<file path="config.mk">
export PLATFORM = sky130hd
export DESIGN_NAME = fcfs_bus_arbiter
export DESIGN_NICKNAME = d
export VERILOG_FILES = /design/src/rtl/fcfs_bus_arbiter.sv
export SDC_FILE = /design/constraint.sdc
export NUM_CORES = 1
export LEC_CHECK = 0
export ABC_CLOCK_PERIOD_IN_PS = 2400
export BUFFER_PORTS_ARGS = -buffer_cell sky130_fd_sc_hd__buf_2
export CORE_AREA = 2 2 45 47
export DETAILED_ROUTE_END_ITERATION = 12
export DIE_AREA = 0 0 47 49
export PLACE_DENSITY = 0.72
export SETUP_SLACK_MARGIN = 0.02
export SLEW_MARGIN = 10
export SYNTH_ARGS = -nofsm -noshare
export SYNTH_HDL_FRONTEND = slang
export SYNTH_SLANG_ARGS = --single-unit
</file>
<file path="constraint.sdc">
create_clock -name clk -period 2.4 [get_ports clk]
set_clock_uncertainty 0.2 [all_clocks]
set_input_delay 0.48 -clock clk [delete_from_list [all_inputs] [get_ports clk]]
set_output_delay 0.48 -clock clk [all_outputs]
set_load 0.02 [all_outputs]
</file>
<file path="src/rtl/fcfs_bus_arbiter.sv">
module fcfs_bus_arbiter #(
  parameter int NREQ = 3
) (
  input  logic                     clk,
  input  logic                     rst_n,
  input  logic [NREQ-1:0]          req,
  output logic [NREQ-1:0]          gnt,
  output logic                     cpu_hold,
  output logic                     cpu_resume,
  output logic [$clog2(NREQ+1)-1:0] owner
);
  localparam int OW = $clog2(NREQ+1);
  localparam int IW = (NREQ > 1) ? $clog2(NREQ) : 1;

  typedef enum logic [1:0] {ST_CPU, ST_WAIT, ST_OWN} st_t;

  st_t            st, st_n;
  logic [IW-1:0]  own;
  logic [NREQ-1:0] pend, pend_n, live, arrive, cand;
  logic [NREQ-1:0] older   [NREQ];
  logic [NREQ-1:0] older_n [NREQ];
  logic [IW-1:0]  head;
  logic           take;

  assign live   = pend & req;
  assign arrive = req & ~pend & ~gnt;

  always_comb begin
    for (int i = 0; i < NREQ; i++) begin
      cand[i] = live[i];
      for (int j = 0; j < NREQ; j++)
        if (j != i && live[j] && !older[i][j]) cand[i] = 1'b0;
    end
  end

  always_comb begin
    head = '0;
    for (int i = NREQ-1; i >= 0; i--)
      if (cand[i]) head = IW'(i);
  end

  assign take = (st == ST_WAIT) && (|cand);

  always_comb begin
    st_n = st;
    case (st)
      ST_CPU:  if (|req) st_n = ST_WAIT;
      ST_WAIT: if (take) st_n = ST_OWN;
               else if (!(|req)) st_n = ST_CPU;
      ST_OWN:  if (!req[own]) st_n = ST_WAIT;
      default: st_n = ST_CPU;
    endcase
  end

  always_comb begin
    pend_n = (pend & req & ~(take ? cand : '0)) | arrive;
    for (int i = 0; i < NREQ; i++)
      for (int j = 0; j < NREQ; j++) begin
        older_n[i][j] = older[i][j];
        if (i != j) begin
          if (arrive[i] && arrive[j]) older_n[i][j] = (i < j);
          else if (arrive[j])         older_n[i][j] = 1'b1;
          else if (arrive[i])         older_n[i][j] = 1'b0;
        end
      end
  end

  always_ff @(posedge clk) begin
    if (!rst_n) begin
      st         <= ST_CPU;
      own        <= '0;
      pend       <= '0;
      gnt        <= '0;
      owner      <= '0;
      cpu_hold   <= 1'b0;
      cpu_resume <= 1'b0;
      for (int i = 0; i < NREQ; i++) older[i] <= '0;
    end else begin
      st         <= st_n;
      pend       <= pend_n;
      cpu_hold   <= (st_n != ST_CPU);
      cpu_resume <= (st == ST_WAIT) && (st_n == ST_CPU);
      for (int i = 0; i < NREQ; i++) older[i] <= older_n[i];
      if (take) begin
        own   <= head;
        gnt   <= cand;
        owner <= OW'(head) + OW'(1);
      end else if (st == ST_OWN && !req[own]) begin
        gnt   <= '0;
        owner <= '0;
      end
    end
  end

  p_onehot_gnt_r5: assert property (@(posedge clk) disable iff (!rst_n)
    $onehot0(gnt));

  p_hold_covers_gnt_r7: assert property (@(posedge clk) disable iff (!rst_n)
    (|gnt) |-> cpu_hold);

  p_hold_before_grant_r2: assert property (@(posedge clk) disable iff (!rst_n)
    $rose(|gnt) |-> $past(cpu_hold));

  p_release_drop_r6: assert property (@(posedge clk) disable iff (!rst_n)
    ((|gnt) && !(|(gnt & req))) |=> (gnt == '0));

  p_no_handover_r6: assert property (@(posedge clk) disable iff (!rst_n)
    ((|gnt) && $past(|gnt)) |-> (gnt == $past(gnt)));

  p_owner_code_r8: assert property (@(posedge clk) disable iff (!rst_n)
    (gnt == '0) == (owner == '0));

  p_grant_requested_r10: assert property (@(posedge clk) disable iff (!rst_n)
    ((|gnt) && !$past(|gnt)) |-> (|(gnt & $past(req))));

  p_resume_pulse_r7: assert property (@(posedge clk) disable iff (!rst_n)
    cpu_resume |-> (!cpu_hold && $past(cpu_hold)));
endmodule

</file>
==> reports/results.ini <==
[synth]
synth.area.top_cells=dfxtp_1, nand2_1, nor2b_1
synth_top_area_share_pct=42.90
ys_types=34
syn_inst=104
yosys.area_share.simple_pct=28.42
synth.yosys.seq_area_share_pct=42.90
synth_edf_count=0
synth-seq-cells=20
synth_warnings=0
synth_top_family_by_area=simple AND/OR/NAND/NOR gates
synthAdderAreaFrac_pct=0
synth_nets=109
synthMuxAreaShare_pct=1.072
synth_area_per_cell_um2=8.975
synth.most_common_cell=dfxtp_1
synth_compound_area_share_pct=25.60
yosysTopAreaCell=dfxtp_1
synth_xor_area_share_pct=0
synthArstFlopShare_pct=0
ys.flop_type=dfxtp_1
syn-cell-area_um2=933.4
synth_common_cells=dfxtp_1, nand2_1, nor2_1

[pwr]
p_sw_share_pct=25.67
p_comb_share_pct=14.0
p_clk_share_pct=37.3
p_switching_uw=194.8
p_leak_uw=0.0004266
total_power_uw=759.1
seq_power_share_pct=48.7
pwr_density_cell_nw_per_um2=711.2
peakVddDrop_mv=0.3593
p_int_uw=564.2

[routing]
dr.pass1.iters=4
antenna_left=0
via_per_inst=5.826
dr.first_iter.drc_count=26
routed_wirelength_um=2029
wl_per_cell_um=14.09
via_count=839
drc=0

[finish]
drive_above_1_share_pct=18.80
num_antenna_cells=0
final_nets=123
multi_input_area_um2=514.2
area_delta_synth_final_pct=14.34
n_fill_cell=175
seq_area_um2=400.4

[setup_path]
reg2reg_to=pend[2]
path_max_fanout=5
rr_worst_depth=4
max_stage_delay_ns=0.50
required_ns=2.43
r2r-start=st[1]
cp-end-kind=flop
setup.worst_path.start_class=flop
startpoint=st[1]
cp_data_arrival_time_ns=1.70
cp-endpoint=pend[2]
reg2reg_slack_ns=0.73
path_class=reg -> reg
path_cells=nand2b_1 > nor4_1 > nor2_1 > o21a_1
cp.depth=4
worst_path_max_delay_cell=nor4_1
critPathBufInv=0
crit_family=simple AND/OR/NAND/NOR gates

[cts]
clockBufferDepth=2
cts_made_buffers=3
cts_max_level=1
postCtsSetupBuffers=0
clock_sink_count=20
cts_tree=yes
hold_buffers=0
clkLatencyLatePin_ns=0.31
root_buffer=clkbuf_4
cts_resized=0
path_clk_slew_ns=0.12

[timing]
rsz0062_at_grt=no
fin_crit_sh_pct=69.72
fmax_mhz=597.6
hold_ws_ns=0.2308
hold_viol=0
maxSlewHeadroom_pct=68.29
min_period_ns=1.673
tightest_slew_ns=0.4713
finalSetupTns_ns=0
finalSetupViolations=0
slew_violations=0

[hold_path]
hold_path.class=in -> reg

[placed_design]
io_buffer_count=11
place_hpwl_um=1454
gp_congestion=0.8364

[global_route]
grt_overflow=0
grt_max_degree=21
grt_pass1_vias=723
grt_antenna_before_repair=0
grt_pass1_wl_um=3270
track_usage_pct=19.63

[floorplanning]
die-area_um2=2303
die_y_um=49
core-area_um2=1842
dieWidth_um=47
row_count=16
initial_core_util_pct=50.68
boundaryPins=12

[run]
maxCapViolations=0

[run_status]
status=complete, no violations

==> worst min path at each step <==
stage                      from           to  slack, ns  cells past startpoint
CTS                      req[1]      pend[1]       0.23                      3
finish                   req[1]      pend[1]       0.23                      3
global placement    older[0][6]  older[0][6]       0.25                      2
global route             req[1]      pend[1]       0.21                      3
detailed placement  older[0][6]  older[0][6]       0.25                      2
floorplan           older[0][6]  older[0][6]       0.23                      2
==> worst reg2reg max path: cells and delay by family (launching register included) <==
family / cells / cell delay [ns]
flops: 1 / 0.37
compound gates: 1 / 0.17
simple gates: 3 / 0.84
==> registers in the layout, summed over array words and instances (netlist names) <==
register / cells
older: 6
gnt: 3
pend: 3
own: 2
owner: 2
st: 2
cpu_hold: 1
cpu_resume: 1
==> area by class of cell <==
cell class / count / area share, %
multi-input cells: 79 / 48.18
flip-flops and latches: 20 / 37.51
repair buffers: 11 / 5.158
well taps: 27 / 3.165
clock inverters: 1 / 2.814
clock buffers: 3 / 2.110
inverters: 3 / 1.055
==> power groups by stage <==
stage	sequential [uW]	clock, uW	combinational, uW
global placement	376	0	103
finish	370	284	106
global route	373	308	116
detailed placement	377	0	105
floorplan	381	0	71.2
CTS	369	285	105
==> stage by stage <==
stage	cell area [um2]	setup WS, ns	std cells	util (%)
final	1067	0.7268	144	57.95
after floorplan	933.4	0.7034	104	-
after detailed placement	1015	0.4881	140	55.10
after global placement	1015	0.5250	140	55.10
after global routing	1067	0.6695	144	57.95
after CTS	1067	0.7457	144	57.95
==> per-layer routing <==
layer	GRT usage (%)	wire length, um	vias to the layer above
met4	8.333	40	0
met1	28.01	903	396
met2	28.54	975	31
met3	3.333	110	5
met5	0	0	-
li1	-	-	407
==> logic make-up (layout without fill, tap and decap cells) <==
group,Yosys count,count (layout)
mux,1,1
flops,20,20
buf+inv,5,18
compound gates,28,28
simple gates,50,50
==> placed cells by master, fill, tap and decap left out, types with 3 or more instances in the layout <==
| cell | netlist | final |
|---|---|---|
| nand3_1 | 7 | 7 |
| nand2_1 | 10 | 10 |
| nor2b_1 | 6 | 6 |
| o21ai_0 | 5 | 5 |
| nor3_1 | 3 | 3 |
| and2_1 | 4 | 4 |
| dfxtp_1 | 20 | 20 |
| clkbuf_4 | 0 | 3 |
| o21a_1 | 3 | 3 |
| nor2_1 | 9 | 9 |
| a21oi_1 | 4 | 4 |
| inv_1 | 3 | 3 |
| buf_2 | 0 | 11 |
(Power assumes the default switching activity.)
